**src/rtl/dbell_pkg.sv**
```systemverilog
package dbell_pkg;

   localparam int CORES      = 2;
   localparam int ID_COUNT   = 12;
   localparam int ID_IDX_W   = 4;

   localparam logic [11:0] CORE_STRIDE = 12'h010;
   localparam logic [11:0] OFF_STAT    = 12'h000;
   localparam logic [11:0] OFF_SET     = 12'h004;
   localparam logic [11:0] OFF_CLR     = 12'h008;
   localparam logic [11:0] ID_BASE     = 12'hFD0;

   typedef enum logic [2:0] {
      K_NONE,
      K_STAT,
      K_SET,
      K_CLR,
      K_ID,
      K_BAD
   } kind_e;

   typedef struct packed {
      kind_e                kind;
      logic                 core;
      logic [ID_IDX_W-1:0]  id_idx;
   } dec_t;

   function automatic logic [7:0] id_byte(input logic [ID_IDX_W-1:0] idx);
      logic [7:0] v;
      case (idx)
         4'd0:    v = 8'h04;
         4'd4:    v = 8'h56;
         4'd5:    v = 8'hB8;
         4'd6:    v = 8'h0B;
         4'd8:    v = 8'h0D;
         4'd9:    v = 8'hF0;
         4'd10:   v = 8'h05;
         4'd11:   v = 8'hB1;
         default: v = 8'h00;
      endcase
      return v;
   endfunction

endpackage

```
**src/rtl/dbell_decode.sv**
```systemverilog
module dbell_decode
   import dbell_pkg::*;
#(
   parameter int ADDR_W = 12
) (
   input  logic [ADDR_W-1:0] addr,
   output dec_t              dec
);

   localparam logic [ADDR_W-1:0] ID_LO = ADDR_W'(ID_BASE);
   localparam logic [ADDR_W-1:0] ID_HI = ADDR_W'(12'hFFC);

   logic [ADDR_W-1:0] id_off;
   assign id_off = addr - ID_LO;

   always_comb begin
      dec        = '0;
      dec.kind   = K_BAD;
      if (addr[1:0] != 2'b00) begin
         dec.kind = K_BAD;
      end else if (addr >= ID_LO && addr <= ID_HI) begin
         dec.kind   = K_ID;
         dec.id_idx = id_off[ID_IDX_W+1:2];
      end else begin
         for (int c = 0; c < CORES; c++) begin
            if (addr == ADDR_W'(CORE_STRIDE * 12'(c) + OFF_STAT)) begin
               dec.kind = K_STAT;
               dec.core = c[0];
            end
            if (addr == ADDR_W'(CORE_STRIDE * 12'(c) + OFF_SET)) begin
               dec.kind = K_SET;
               dec.core = c[0];
            end
            if (addr == ADDR_W'(CORE_STRIDE * 12'(c) + OFF_CLR)) begin
               dec.kind = K_CLR;
               dec.core = c[0];
            end
         end
      end
   end

endmodule

```
**src/rtl/dbell_status.sv**
```systemverilog
module dbell_status #(
   parameter int NUM_BITS = 4
) (
   input  logic                clk,
   input  logic                rst_n,
   input  logic                set_en,
   input  logic                clr_en,
   input  logic [NUM_BITS-1:0] bits,
   output logic [NUM_BITS-1:0] stat,
   output logic                irq
);

   logic [NUM_BITS-1:0] set_v;
   logic [NUM_BITS-1:0] clr_v;
   logic [NUM_BITS-1:0] nxt;

   always_comb begin
      set_v = set_en ? bits : '0;
      clr_v = clr_en ? bits : '0;
      nxt   = (stat | set_v) & ~clr_v;
   end

   always_ff @(posedge clk) begin
      if (!rst_n) begin
         stat <= '0;
         irq  <= 1'b0;
      end else begin
         stat <= nxt;
         irq  <= |nxt;
      end
   end

endmodule

```
**src/rtl/dbell_unit.sv**
```systemverilog
module dbell_unit
   import dbell_pkg::*;
#(
   parameter int ADDR_W       = 12,
   parameter int DATA_W       = 32,
   parameter int NUM_BITS     = 4,
   parameter bit RD_IDLE_ZERO = 1'b0
) (
   input  logic              clk,
   input  logic              rst_n,
   input  logic              req_valid,
   input  logic              req_write,
   input  logic [ADDR_W-1:0] req_addr,
   input  logic [DATA_W-1:0] req_wdata,
   output logic [DATA_W-1:0] rsp_rdata,
   output logic              rsp_illegal,
   output logic              irq_core0,
   output logic              irq_core1
);

   if (ADDR_W < 12) begin : g_bad_addr
      $error("dbell_unit: ADDR_W must cover a 4 KB window");
   end
   if (DATA_W < 8) begin : g_bad_data
      $error("dbell_unit: DATA_W must hold an identification byte");
   end
   if (NUM_BITS < 1 || NUM_BITS > DATA_W) begin : g_bad_bits
      $error("dbell_unit: NUM_BITS out of range");
   end

   dec_t dec;
   logic rd_req;
   logic wr_req;
   logic [NUM_BITS-1:0] wbits;
   logic [NUM_BITS-1:0] core_stat [CORES];
   logic [CORES-1:0]    core_irq;

   assign rd_req = req_valid && !req_write;
   assign wr_req = req_valid &&  req_write;
   assign wbits  = req_wdata[NUM_BITS-1:0];

   dbell_decode #(.ADDR_W(ADDR_W)) u_dec (
      .addr (req_addr),
      .dec  (dec)
   );

   for (genvar c = 0; c < CORES; c++) begin : g_core
      logic hit;
      assign hit = (dec.core == c[0]);
      dbell_status #(.NUM_BITS(NUM_BITS)) u_stat (
         .clk    (clk),
         .rst_n  (rst_n),
         .set_en (wr_req && dec.kind == K_SET && hit),
         .clr_en (wr_req && dec.kind == K_CLR && hit),
         .bits   (wbits),
         .stat   (core_stat[c]),
         .irq    (core_irq[c])
      );
   end

   assign irq_core0 = core_irq[0];
   assign irq_core1 = core_irq[1];

   logic [DATA_W-1:0] rd_val;
   logic              bad_acc;

   always_comb begin
      rd_val = '0;
      case (dec.kind)
         K_STAT:  rd_val = DATA_W'(core_stat[dec.core]);
         K_ID:    rd_val = DATA_W'(id_byte(dec.id_idx));
         default: rd_val = '0;
      endcase
   end

   always_comb begin
      bad_acc = 1'b0;
      if (rd_req)
         bad_acc = (dec.kind == K_SET) || (dec.kind == K_CLR) || (dec.kind == K_BAD);
      else if (wr_req)
         bad_acc = (dec.kind == K_STAT) || (dec.kind == K_ID) || (dec.kind == K_BAD);
   end

   always_ff @(posedge clk) begin
      if (!rst_n) rsp_illegal <= 1'b0;
      else        rsp_illegal <= bad_acc;
   end

   if (RD_IDLE_ZERO) begin : g_rd_zero
      always_ff @(posedge clk) begin
         if (!rst_n)      rsp_rdata <= '0;
         else if (rd_req) rsp_rdata <= rd_val;
         else             rsp_rdata <= '0;
      end
   end else begin : g_rd_hold
      always_ff @(posedge clk) begin
         if (!rst_n)      rsp_rdata <= '0;
         else if (rd_req) rsp_rdata <= rd_val;
      end
   end

endmodule

```
**config.mk**
```make
export PLATFORM = sky130hd
export DESIGN_NAME = dbell_unit
export DESIGN_NICKNAME = d
export VERILOG_FILES = /design/src/rtl/dbell_pkg.sv /design/src/rtl/dbell_decode.sv /design/src/rtl/dbell_status.sv /design/src/rtl/dbell_unit.sv
export SDC_FILE = /design/constraint.sdc
export NUM_CORES = 1
export LEC_CHECK = 0
export BUFFER_PORTS_ARGS = -buffer_cell sky130_fd_sc_hd__buf_2
export CAP_MARGIN = 10
export CORE_ASPECT_RATIO = 2
export CORE_MARGIN = 8
export CORE_UTILIZATION = 32
export DETAILED_ROUTE_END_ITERATION = 8
export GPL_TIMING_DRIVEN = 0
export SLEW_MARGIN = 30
export SYNTH_ARGS = -nofsm -noshare
export SYNTH_HDL_FRONTEND = slang
export SYNTH_SLANG_ARGS = --single-unit
```
**constraint.sdc**
```tcl
create_clock -name clk -period 3.6 [get_ports clk]
set_clock_uncertainty 0.05 [all_clocks]
set_input_delay 0.36 -clock clk [delete_from_list [all_inputs] [get_ports clk]]
set_output_delay 0.36 -clock clk [all_outputs]
set_load 0.02 [all_outputs]
```
# Word level (Yosys, flattened, before mapping)
# Memory sizes are Yosys's and may differ from the RTL's.
# Cells that the tools add are included.
# word_totals
mem_bits_ro	128
in_bits	48
memories	1
output_inout_bits	35
elab_cells	68
regBits	43
# op_classes
n_lt_le_gt_ge	3
eq_ne	10
add_sub_neg	1
muxes	21
n_reduce_logical	18
bitwise	8
# mem_list
memory	depth	word_bits	rd	rd_ports_with_merged_regs	wr	line_no	rtl
(name not given)	16	8	1	0	0	dbell_pkg.sv:30	case (idx)
# ops
cell	n
4-bit two-way mux	14
12-bit by 5-bit equality test with 1-bit output (second input constant)	3
8-bit one-hot mux with 2 select lines	1
12-bit by 3-bit equality test with 1-bit output (second input constant)	1
12-bit by 4-bit equality test with 1-bit output (second input constant)	1
12-bit greater-or-equal comparator (second input constant)	1
12-bit <= comparator (second input constant)	1
12-bit logical NOT	1
1-bit logical AND	9
4-bit AND	2
4-bit NOT	2
4-bit bitwise OR	2
4-bit OR reduction	2
3-bit by 2-bit equality test with 1-bit output (second input constant)	2
3-bit equality test (second input constant)	2
3-bit two-way mux	2
6-bit by 5-bit subtractor with 6-bit output (second input constant)	1
5-bit two-way mux	1
1-bit logical OR	4
3-bit by 1-bit equality test with 1-bit output (second input constant)	1
1-bit two-way mux	3
2-bit greater-or-equal comparator (second input constant)	1
1-bit NOT with 2-bit output	1
2-bit nonzero test	1
other kinds (2)	2

# Logic depth before layout (Yosys ltp)
# Gate-level depths: netlist of the first run.
# depth
word_depth	16
ltp_mapped	13
ltp_nobuf	12

# Modules after synthesis
# A second synthesis of the first run with hierarchy kept.
# unflattened
hier_cells	192
hier_area_um2	1422.6
# by_module_without_submodules
mod	cells_each	seq_area_each_um2	area_per_inst_um2	n_inst
dbell_unit	98	160.2	773.2	1
dbell_status	33	100.1	234.0	2
dbell_decode	28	0.0	181.4	1

# Worst setup path after synthesis of the first run
# OpenSTA, ideal clock, no wires.
# synth_path
path_type	input -> register
from	input req_addr[5]
to	register rsp_rdata[3]
stages	13
setup_ns	0.116
n_path_buf	1
required_ns	3.434
arrival_time_ns	2.542
path_slack_ns	0.892
path_cell_list	inv_1 > ha_1 > buf_2 > or3b_4 > a2111oi_4 > and2_1 > inv_1 > ha_1 > nand2_1 > o22ai_1 > a21oi_1 > o21ai_0 > o211a_1
# synth_via
elab_chain_len	13
word_cells_on_any_way	29
cone_classes	add/sub (1); order compare (2); eq/ne (7); mux (15); bitwise (1); reduce/logical (2); memory (1)
# synth_lines
element	line_no	rtl
from (decl)	dbell_unit.sv:13	input logic [ADDR_W-1:0] req_addr,
parallel branches: the longest is 12 deep, another holds 12-bit greater-or-equal comparator	--	
8-bit one-hot mux with 2 select lines (*)	dbell_unit.sv:69	case (dec.kind)
to (signal assigned)	dbell_unit.sv:98	else if (rd_req) rsp_rdata <= rd_val;
to (decl)	dbell_unit.sv:15	output logic [DATA_W-1:0] rsp_rdata,
# Mark *: on every way between the ends. The select of a mux whose other input is x is not followed.
# A chain may end at the register's enable or synchronous reset.

# Worst setup path in the final report of the first run
# Ends and elaborated chain as after synthesis.

==> results of run 1 <==
==> routing by layer <==
metal / GRT usage [%] / vias up
met5: 0 / -
met4: 8.54 / 0
met3: 2.94 / 15
met2: 21.6 / 50
met1: 9.19 / 597
li1: - / 696
==> flip-flops by register name, summed over array words and instances, names as in the netlist <==
register            flops
g_core.u_stat.stat      8
rsp_rdata               7
g_core.u_stat.irq       2
rsp_illegal             1
==> through the flow <==
step                      worst slack (ns)  std cells
final                                0.659        291
after global routing                 0.545        291
after CTS                            0.670        291
after detailed placement             0.403        287
after global placement               0.417        287
after floorplan                      0.892        204
==> cells in the mapped netlist, types with 3 or more instances <==
library cell  count  area (um2)
buf_4            25         188
dfxtp_1          18         360
nand3_1          18        90.1
nand2_1          14        52.6
nor2_1           11        41.3
a21oi_1          10        50.1
inv_1            10        37.5
ha_1              8         100
mux2i_1           7        70.1
buf_2             6        30.0
o21ai_0           6        30.0
nor2b_1           4        25.0
o22ai_1           4        25.0
a211oi_1          3        22.5
a22oi_1           3        22.5
clkbuf_1          3        11.3
o211a_1           3        30.0
==> where the power goes <==
part / switching, mW / internal (mW) / total [mW] / leakage [nW]
combinational: 0.0696 / 0.0442 / 0.114 / 0.707
clock: 0.0663 / 0.0971 / 0.163 / 0.0288
sequential: 0.00139 / 0.202 / 0.204 / 0.146
total: 0.137 / 0.344 / 0.481 / 0.882
==> worst max path at each step <==
stage	endpoint	slack, ns
after floorplan	rsp_rdata[3]$_SDFFE_PN0P_	0.89
after global placement	rsp_rdata[3]$_SDFFE_PN0P_	0.42
after detailed placement	rsp_rdata[3]$_SDFFE_PN0P_	0.40
after CTS	rsp_rdata[3]$_SDFFE_PN0P_	0.67
after global routing	rsp_rdata[3]$_SDFFE_PN0P_	0.54
final	rsp_rdata[3]$_SDFFE_PN0P_	0.66
==> cell families after synthesis <==
group	Yosys count	synth area share, %
and+or+nand+nor	64	23.3
buffers and inverters	44	18.8
AOI/OAI and AO/OA	37	19.1
DFF	18	25.4
adders and majority gates	8	7.04
muxes	7	4.93
xor gates and xnor gates	2	1.23
other	1	0.264
==> tightest hold or removal path: cells and delay by family <==
| kind | cells | cell delay, ns |
|---|---|---|
| AO/OA/AOI/OAI | 1 | 0.06 |
| AND/OR/NAND/NOR | 1 | 0.06 |
| buffers and inverters | 1 | 0.13 |
==> final cells by class <==
class / count / area, um2
flip-flops and latches: 18 / 360
well taps: 54 / 67.6
plain buffers: 34 / 229
inverters: 10 / 37.5
multi-input cells: 142 / 881
clock buffers: 4 / 55.1
fillers: 471 / 2520
repair buffers: 29 / 145
==> run_results.csv, run 1 <==
group,metric,value,unit
routing,finalWirelength,3770,um
worst_setup_path,worstPathArrival,3.04,ns
worst_hold_path,whs_path_depth,3,
worst_setup_path,start_kind,"input port",
worst_setup_path,r2r-end,"g_core[0].u_stat.irq$_SDFF_PN0_",
routing,route.met2.wl,2020,um
sta,max_slew.worst_pin.slew,0.536,ns
sta,finalSetupViolCount,0,
worst_setup_path,rr_worst_depth,4,
synthesis,syn_area,1420,um2
worst_setup_path,startpoint,"req_addr[5]",
worst_setup_path,worstSetupPathType,"in -> reg",
routing,viasPerCell,4.67,
power_and_ir_drop,p_per_area,271,nW/um2
worst_hold_path,hold_end,"g_core[1].u_stat.stat[2]$_SDFF_PN0_",
synthesis,ys_ff_latch,18,
clock_network,cts_sinks,18,
clock_network,htreeDepth,1,
clock_network,numCtsBuffers,3,
sta,rsz0062_at_grt,"no",
power_and_ir_drop,leakage,0.882,nW
global_routing,grt_pass1_vias,1464,
sta,relSlewSlack,64.3,%
place,gp_congestion,0.922,
clock_network,cts_buffer_depth,2,
worst_setup_path,path_cells,"buf_2, inv_1, ha_1, buf_2, or3b_4, a2111oi_4, and2_1, inv_1, ha_1, nand2_1, o22ai_1, a21oi_1, o21ai_0, o211a_1",
clock_network,cts_root_buf,"clkbuf_8",
clock_network,cts-resized-gates,0,
synthesis,yosysSeqAreaShare,25.4,%
die,core_area,4300,um2
global_routing,grt_max_degree,11,
global_routing,grt_pass1_wl,6240,um
worst_hold_path,min-delay-start,"req_wdata[2]",
synthesis,synth_ff_type,"dfxtp_1",
routing,vias,1358,
clock_network,clk_latency,0.25,ns
clock_network,cts_tree,"done",
synthesis,synth_cells,181,
routing,drt_iter0_drc,20,
place,place_area,1720,um2
routing,top_layer,"met4",
job,drv_cap,0,
worst_setup_path,cp-end-kind,"register",
place,dpl.hpwl,3180,um
sta,fin_tns_setup,0,ns
sta,post-route-period-util,81.7,%
worst_setup_path,slowest_stage,"a2111oi_4",
sta,drv_slew,0,
sta,fin_hold_ws,0.354,ns
die,die_w,63.1,um
routing,met3WireLength,251,um
routing,wl_per_cell,13.0,um
worst_setup_path,crit_required,3.70,ns
synthesis,synth_cell_type_count,39,
global_routing,grt_overflow,0,
worst_setup_path,critPathMaxStageDelay,0.58,ns
worst_setup_path,cp_num_buf_inv,4,
clock_network,post_cts_buffers,0,
layout,layout_common_cells,"buf_2 (35), buf_4 (25), conb_1 (24), nand3_1 (18), dfxtp_1 (18)",
routing,wl_met1,1300,um
sta,fmax,340,MHz
synthesis,yosysWarnings,0,
worst_setup_path,critical-path-top-delay-family,"compound AO/OA/AOI/OAI gates",
die,rows,34,
global_routing,antenna_found_initial,0,
place,io_buffers,29,
sta,hold_violations,0,
routing,antenna_left,0,
worst_setup_path,worstPathMaxFanout,9,
die,floorplan.initialDensity,33.1,%
worst_setup_path,worstReg2RegStart,"g_core[0].u_stat.stat[0]$_SDFF_PN0_",
worst_setup_path,reg2reg_slack,2.58,ns
outcome,status,"finished clean",
synthesis,synth-edff-count,0,
clock_network,ctsHoldBuffers,0,
layout,final_common_cell,"buf_2",
clock_network,clkTransAtPathRegs,0.06,ns
power_and_ir_drop,peakVddDrop,0.162,mV
die,die_y,110,um
routing,first_pass_iters,4,
layout,diodes,0,
sta,period_minus_slack,2.94,ns
synthesis,syn_area_per_cell,7.85,um2
layout,finish.instance_area,1780,um2
die,die_area,6960,um2
routing,drc,0,
layout,syn_to_final_growth,24.9,%
die,io_pins,83,
global_routing,grtUsageTotal,11.1,%
worst_setup_path,crit_cells,14,
layout,drive_gt1_share,30.0,%
worst_hold_path,worst_hold_path_type,"in -> reg",
layout,nNetsFinal,294,
power_and_ir_drop,finalPower,481,uW
layout,postLayoutCoreUtil,41.3,%
synthesis,postSynth.asyncResetShare,0,%
Power figures use the tool's default switching activity.
==> run 2: changes to the inputs <==
--- a/config.mk
+++ b/config.mk
@@ -5,6 +5,7 @@
 export SDC_FILE = /design/constraint.sdc
 export NUM_CORES = 1
 export LEC_CHECK = 0
+export ABC_AREA = 1
 export BUFFER_PORTS_ARGS = -buffer_cell sky130_fd_sc_hd__buf_2
 export CAP_MARGIN = 10
 export CORE_ASPECT_RATIO = 2
==> constraint.sdc (replaced) <==
create_clock -name clk -period 3.09 [get_ports clk]
set_clock_uncertainty 0.05 [all_clocks]
set_input_delay 0.309 -clock clk [delete_from_list [all_inputs] [get_ports clk]]
set_output_delay 0.309 -clock clk [all_outputs]
set_load 0.02 [all_outputs]
==> run 2 against run 1 <==
Wire length is 9.3% lower. Setup slack better by 0.45 ns. Combinational power hardly changed. Flip-flop and latch count stayed put. Total power is 14% higher. Die area is 3.3% higher. Via count is 2.6% higher. Non-clock buffer count is 6 lower. Register-to-register slack worse by 0.41 ns.
==> run_results.csv, run 2 <==
group,metric,value,unit
synthesis,ys_top_cells_by_count,"nand2_1 (49), inv_1 (26), buf_4 (25)",
place,dpl.hpwl,2880,um
clock_network,clk_latency,0.26,ns
worst_setup_path,worstSetupPathType,"in -> reg",
place,io_buffers,30,
clock_network,cts_buffer_depth,2,
worst_setup_path,start_kind,"input port",
routing,vias,1393,
worst_setup_path,worstReg2RegStart,"g_core[1].u_stat.stat[2]$_SDFF_PN0_",
sta,fin_tns_setup,0,ns
synthesis,synth_ff_type,"dfxtp_1",
global_routing,grt_pass1_wl,5820,um
sta,period_minus_slack,1.98,ns
layout,regMostFlops,"g_core.u_stat.stat",
power_and_ir_drop,peakVddDrop,0.174,mV
sta,rsz0062_at_grt,"no",
worst_setup_path,path_cells,"buf_2, inv_1, ha_1, inv_1, a21oi_4, nor2_4, nand2_4, nor2_1, ha_1, inv_1, o31ai_1, nand3_1, a21oi_1",
worst_setup_path,slowest_stage,"nor2_1",
routing,first_pass_iters,4,
sta,drv_slew,0,
synthesis,syn_area,1480,um2
place,dp_slack,0.853,ns
worst_setup_path,worstPathArrival,2.12,ns
synthesis,yosysWarnings,0,
die,die_y,112,um
worst_setup_path,cp_num_buf_inv,4,
synthesis,synthSimpleGateAreaFrac,34.7,%
clock_network,htreeDepth,1,
synthesis,synth_cells,219,
die,die_area,7190,um2
worst_setup_path,cp-end-kind,"register",
routing,finalWirelength,3420,um
layout,final_common_cell,"nand2_1",
synthesis,syn_area_per_cell,6.76,um2
layout,largestRegisters,"g_core.u_stat.stat: 8 flops, rsp_rdata: 7 flops, g_core.u_stat.irq: 2 flops",
layout,layout_common_cells,"nand2_1 (49), buf_2 (31), inv_1 (26), buf_4 (25), conb_1 (24)",
synthesis,synth_compound_area_share,13.5,%
synthesis,postSynth.asyncResetShare,0,%
clock_network,ctsHoldBuffers,0,
power_and_ir_drop,leakage,0.947,nW
die,die_w,64.1,um
worst_setup_path,critPathMaxStageDelay,0.23,ns
clock_network,cts_root_buf,"clkbuf_8",
worst_hold_path,whs_path_depth,3,
routing,antenna_left,0,
die,floorplan.initialDensity,32.8,%
clock_network,numCtsBuffers,3,
sta,fmax,506,MHz
synthesis,synth_top_family_by_area,"simple AND/OR/NAND/NOR gates",
worst_setup_path,critical-path-top-delay-family,"simple AND/OR/NAND/NOR gates",
synthesis,synth-edff-count,0,
layout,largest_register_ffs,8,
synthesis,yosys-top-cells-area,"dfxtp_1 (24%), buf_4 (13%), nand2_1 (12%)",
die,io_pins,83,
die,core_area,4510,um2
synthesis,ys_ff_latch,18,
synthesis,synth.area.mux_share,0,%
global_routing,grtUsageTotal,9.61,%
global_routing,grt_overflow,0,
outcome,status,"finished clean",
layout,diodes,0,
clock_network,post_cts_buffers,0,
sta,setup_ws,1.11,ns
global_routing,grt_max_degree,11,
global_routing,grt_pass1_vias,1318,
layout,syn_to_final_growth,24.3,%
worst_setup_path,cpMostUsedCell,"inv_1",
routing,wl_per_cell,10.3,um
synthesis,yosysSeqAreaShare,24.3,%
worst_hold_path,min-delay-start,"rst_n",
worst_hold_path,worst_hold_path_type,"in -> reg",
synthesis,synth_xor_xnor_area_share,0,%
layout,drive_gt1_share,28.6,%
worst_setup_path,r2r-end,"g_core[1].u_stat.irq$_SDFF_PN0_",
die,rows,35,
synthesis,synth.most_common_cell,"nand2_1",
synthesis,synth_top_cell_by_area,"dfxtp_1",
routing,drt_iter0_drc,35,
synthesis,synth_cell_type_count,29,
job,drv_cap,0,
power_and_ir_drop,p_per_area,299,nW/um2
worst_hold_path,hold_end,"rsp_rdata[1]$_SDFFE_PN0P_",
sta,hold_violations,0,
clock_network,cts_sinks,18,
routing,drc,0,
worst_setup_path,crit_required,3.23,ns
place,gp_congestion,0.855,
clock_network,cts_tree,"done",
synthesis,yosysTopAreaCellShare,24.3,%
layout,nNetsFinal,333,
sta,post-route-period-util,64.0,%
routing,viasPerCell,4.21,
sta,finalSetupViolCount,0,
worst_setup_path,worstPathMaxFanout,6,
global_routing,antenna_found_initial,0,
clock_network,cts-resized-gates,0,
clock_network,clkTransAtPathRegs,0.07,ns
worst_setup_path,rr_worst_depth,5,
synthesis,synthAdderAreaFrac,6.76,%
worst_setup_path,reg2reg_slack,2.17,ns
==> run 2: cell count changes in the layout (fill, tap and decap cells not counted), sizes merged, moves of 7 or more <==
cell,change
nor2,+24
o21ai,+7
mux2i,-7
nand2,+37
inv,+18
==> run 2: routing by layer <==
metal | wire length (um) | GRT usage (%) | vias up
met5 | 0 | 0 | -
met1 | 1430 | 10.5 | 593
met3 | 203 | 2.39 | 7
met4 | 80 | 4.84 | 0
met2 | 1710 | 16.5 | 40
li1 | - | - | 753
==> run 2: layout make-up <==
cell class | instances | area (um2)
Clock buffer | 4 | 55.1
Fill cell | 521 | 2670
Timing Repair Buffer | 30 | 150
Sequential cell | 18 | 360
Buffer | 27 | 196
Multi-Input combinational cell | 169 | 905
Inverter | 28 | 105
Tap cell | 55 | 68.8
==> run 2: cell families after synthesis <==
kind of cell    Yosys count
flops                    18
other cells               1
compound gates           33
buf+inv                  55
fa+ha+maj                 8
simple gates            104
==> run 2: how the worst max path moves through the flow <==
stage                start  cells after the start  slack, ns                        end
4_1_cts        req_addr[4]                     13       1.12  rsp_rdata[6]$_SDFFE_PN0P_
2_1_floorplan  req_addr[4]                     12       1.28  rsp_rdata[6]$_SDFFE_PN0P_
3_3_place_gp   req_addr[4]                     13       0.89  rsp_rdata[6]$_SDFFE_PN0P_
5_1_grt        req_addr[4]                     13       0.85  rsp_rdata[6]$_SDFFE_PN0P_
3_5_place_dp   req_addr[4]                     13       0.85  rsp_rdata[6]$_SDFFE_PN0P_
6_report       req_addr[4]                     13       1.11  rsp_rdata[6]$_SDFFE_PN0P_
==> run 2: worst min-delay path, stage by stage <==
cell and delay, ns:
buf_2 0.12, o21ai_0 0.07, a31oi_1 0.04
==> run 2: power breakdown <==
group | internal, mW | switching, mW
Sequential | 0.236 | 0.00158
Combinational | 0.0429 | 0.0737
Clock | 0.113 | 0.0827
==> run 2: per-stage QoR <==
step	instances	hold WS, ns	total power, mW	util [%]	cell area [um2]
5_1_grt	331	0.277	0.574	40.8	1840
2_1_floorplan	242	0.397	0.328	-	1570
3_5_place_dp	327	0.416	0.357	39.6	1790
4_1_cts	331	0.267	0.555	40.8	1840
3_3_place_gp	327	0.405	0.356	39.6	1790
6_report	331	0.271	0.550	40.8	1840
==> run 3: changes to the inputs <==
==> constraint.sdc (replaced) <==
create_clock -name clk -period 1.7 [get_ports clk]
set_clock_uncertainty 0.05 [all_clocks]
set_input_delay 0.17 -clock clk [delete_from_list [all_inputs] [get_ports clk]]
set_output_delay 0.17 -clock clk [all_outputs]
set_load 0.02 [all_outputs]
==> run 3 against run 2 <==
Clock-buffer cell count did not move. Largest power group unchanged. Hold slack lost 0.14 ns. Highest routed layer unchanged. Core utilization is 2.0 points higher. Critical path type unchanged.
==> run_results.csv, run 3 (synthesis gave the netlist of run 2 again) <==
group,metric,value,unit
place,place_area,1790,um2
die,die_w,64.1,um
place,dp_slack,-0.398,ns
clock_network,cts_root_buf,"clkbuf_8",
die,rows,35,
worst_hold_path,worst_hold_path_type,"in -> reg",
layout,postLayoutCoreUtil,42.8,%
layout,multi_input_area,961,um2
place,gp_congestion,0.855,
layout,nNetsFinal,336,
power_and_ir_drop,peakVddDrop,0.327,mV
sta,fin_tns_setup,0,ns
global_routing,grt_pass1_vias,1314,
global_routing,grt_max_degree,11,
job,drv_cap,0,
routing,wl_per_cell,10.6,um
power_and_ir_drop,leakage,0.963,nW
layout,final_common_cell,"nand2_1",
layout,fillers,511,
power_and_ir_drop,internal_power,717,uW
sta,drv_slew,0,
place,dp.cells,327,
global_routing,antenna_found_initial,0,
outcome,status,"finished clean",
worst_setup_path,worstPathMaxFanout,5,
routing,antenna_left,0,
power_and_ir_drop,p_per_area,523,nW/um2
sta,finalSetupViolCount,0,
power_and_ir_drop,power_frac_comb,22.1,%
worst_setup_path,cp-end-kind,"register",
layout,largest_register_ffs,8,
clock_network,cts_buffer_depth,2,
sta,fmax,632,MHz
layout,diodes,0,
power_and_ir_drop,clockPowerShare,35.2,%
worst_setup_path,worstPathArrival,1.73,ns
sta,post-route-period-util,93.1,%
die,floorplan.initialDensity,32.8,%
layout,layout_common_cells,"nand2_1 (49), buf_2 (30), buf_4 (28), conb_1 (24), inv_1 (22)",
routing,drc,0,
sta,setup_ws,0.118,ns
power_and_ir_drop,switchingPower,292,uW
layout,regMostFlops,"g_core.u_stat.stat",
worst_hold_path,whs_path_depth,3,
routing,vias,1419,
die,core_area,4510,um2
die,die_area,7190,um2
worst_setup_path,rr_worst_depth,5,
clock_network,numCtsBuffers,3,
routing,first_pass_iters,4,
place,io_buffers,30,
global_routing,grt_pass1_wl,5810,um
worst_setup_path,crit_required,1.85,ns
place,dpl.hpwl,2880,um
routing,drt_iter0_drc,38,
routing,finalWirelength,3540,um
sta,period_minus_slack,1.58,ns
power_and_ir_drop,finalPower,1.01,mW
clock_network,htreeDepth,1,
clock_network,cts_sinks,18,
global_routing,grt_overflow,0,
clock_network,clk_latency,0.26,ns
power_and_ir_drop,p_seq_share,42.7,%
layout,finish.instance_area,1930,um2
die,io_pins,83,
layout,syn_to_final_growth,30.4,%
layout,fin_cells,334,
layout,largestRegisters,"g_core.u_stat.stat: 8 flops, rsp_rdata: 7 flops, g_core.u_stat.irq: 2 flops",
global_routing,grtUsageTotal,9.63,%
routing,viasPerCell,4.25,
clock_network,cts_tree,"done",
sta,fin_hold_ws,0.135,ns
die,die_y,112,um
worst_setup_path,start_kind,"input port",
layout,seq_area,360,um2
worst_setup_path,worstSetupPathType,"in -> reg",
layout,drive_gt1_share,33.3,%
sta,hold_violations,0,
clock_network,clkTransAtPathRegs,0.07,ns
power_and_ir_drop,switching_share,29.0,%
[run 3: cell count changes in the layout (fill, tap and decap cells not counted), moves of 2 or more]
cell    delta
ha_1       -3
ha_4       +3
nor2_1     -2
buf_4      +3
inv_4      +2
inv_2      +2
inv_1      -4
[run 3: power by group through the flow]
stage	sequential [mW]	combinational (mW)	clock (mW)
after detailed placement	0.441	0.209	0
after global routing	0.432	0.243	0.379
after CTS	0.431	0.211	0.367
after floorplan	0.449	0.147	0
after global placement	0.441	0.207	0
final	0.431	0.223	0.355
[run 3: critical path, cell delays in order]
cell	delay, ns
buf_6	0.12
inv_4	0.08
ha_4	0.13
inv_2	0.04
a21oi_4	0.15
nor2_4	0.06
nand2_4	0.11
nor2_2	0.06
inv_2	0.10
ha_4	0.13
inv_1	0.05
o31ai_2	0.24
nand3_1	0.13
a21oi_2	0.16
[run 3: final timing paths]
kind / endpoint / slack (ns) / startpoint
worst min-delay path: rsp_rdata[1]$_SDFFE_PN0P_ / 0.13 / rst_n
worst max-delay path: rsp_rdata[6]$_SDFFE_PN0P_ / 0.12 / req_addr[4]
worst min register to register: rsp_rdata[4]$_SDFFE_PN0P_ / 0.43 / rsp_rdata[4]$_SDFFE_PN0P_
worst max register to register: g_core[1].u_stat.irq$_SDFF_PN0_ / 0.78 / g_core[1].u_stat.stat[2]$_SDFF_PN0_
[run 3: timing repair]
| item | CTS | global route |
|---|---|---|
| endpoints found under the setup margin | 3 | 6 |
| hold buffers | 0 | 0 |
| buffers inserted | 1 | 2 |
| cloned | 0 | 0 |
| gates resized for setup | 4 | 16 |
| pin swaps | 1 | 7 |
[run 3: metal layers]
layer	GRT usage [%]	share of wire [%]	wire [um]
met2	16.4	50	1770
met3	2.39	5.5	195
met1	10.6	42	1490
met4	4.84	2.3	80
met5	0	0	0
[run 3: cell type report]
type / count / area share (%)
buffer: 27 / 10.2
clock buffer: 4 / 2.85
sequential: 18 / 18.7
inverter: 28 / 5.70
multi-input combinational: 169 / 49.8
timing repair buffer: 33 / 9.27
tap: 55 / 3.56
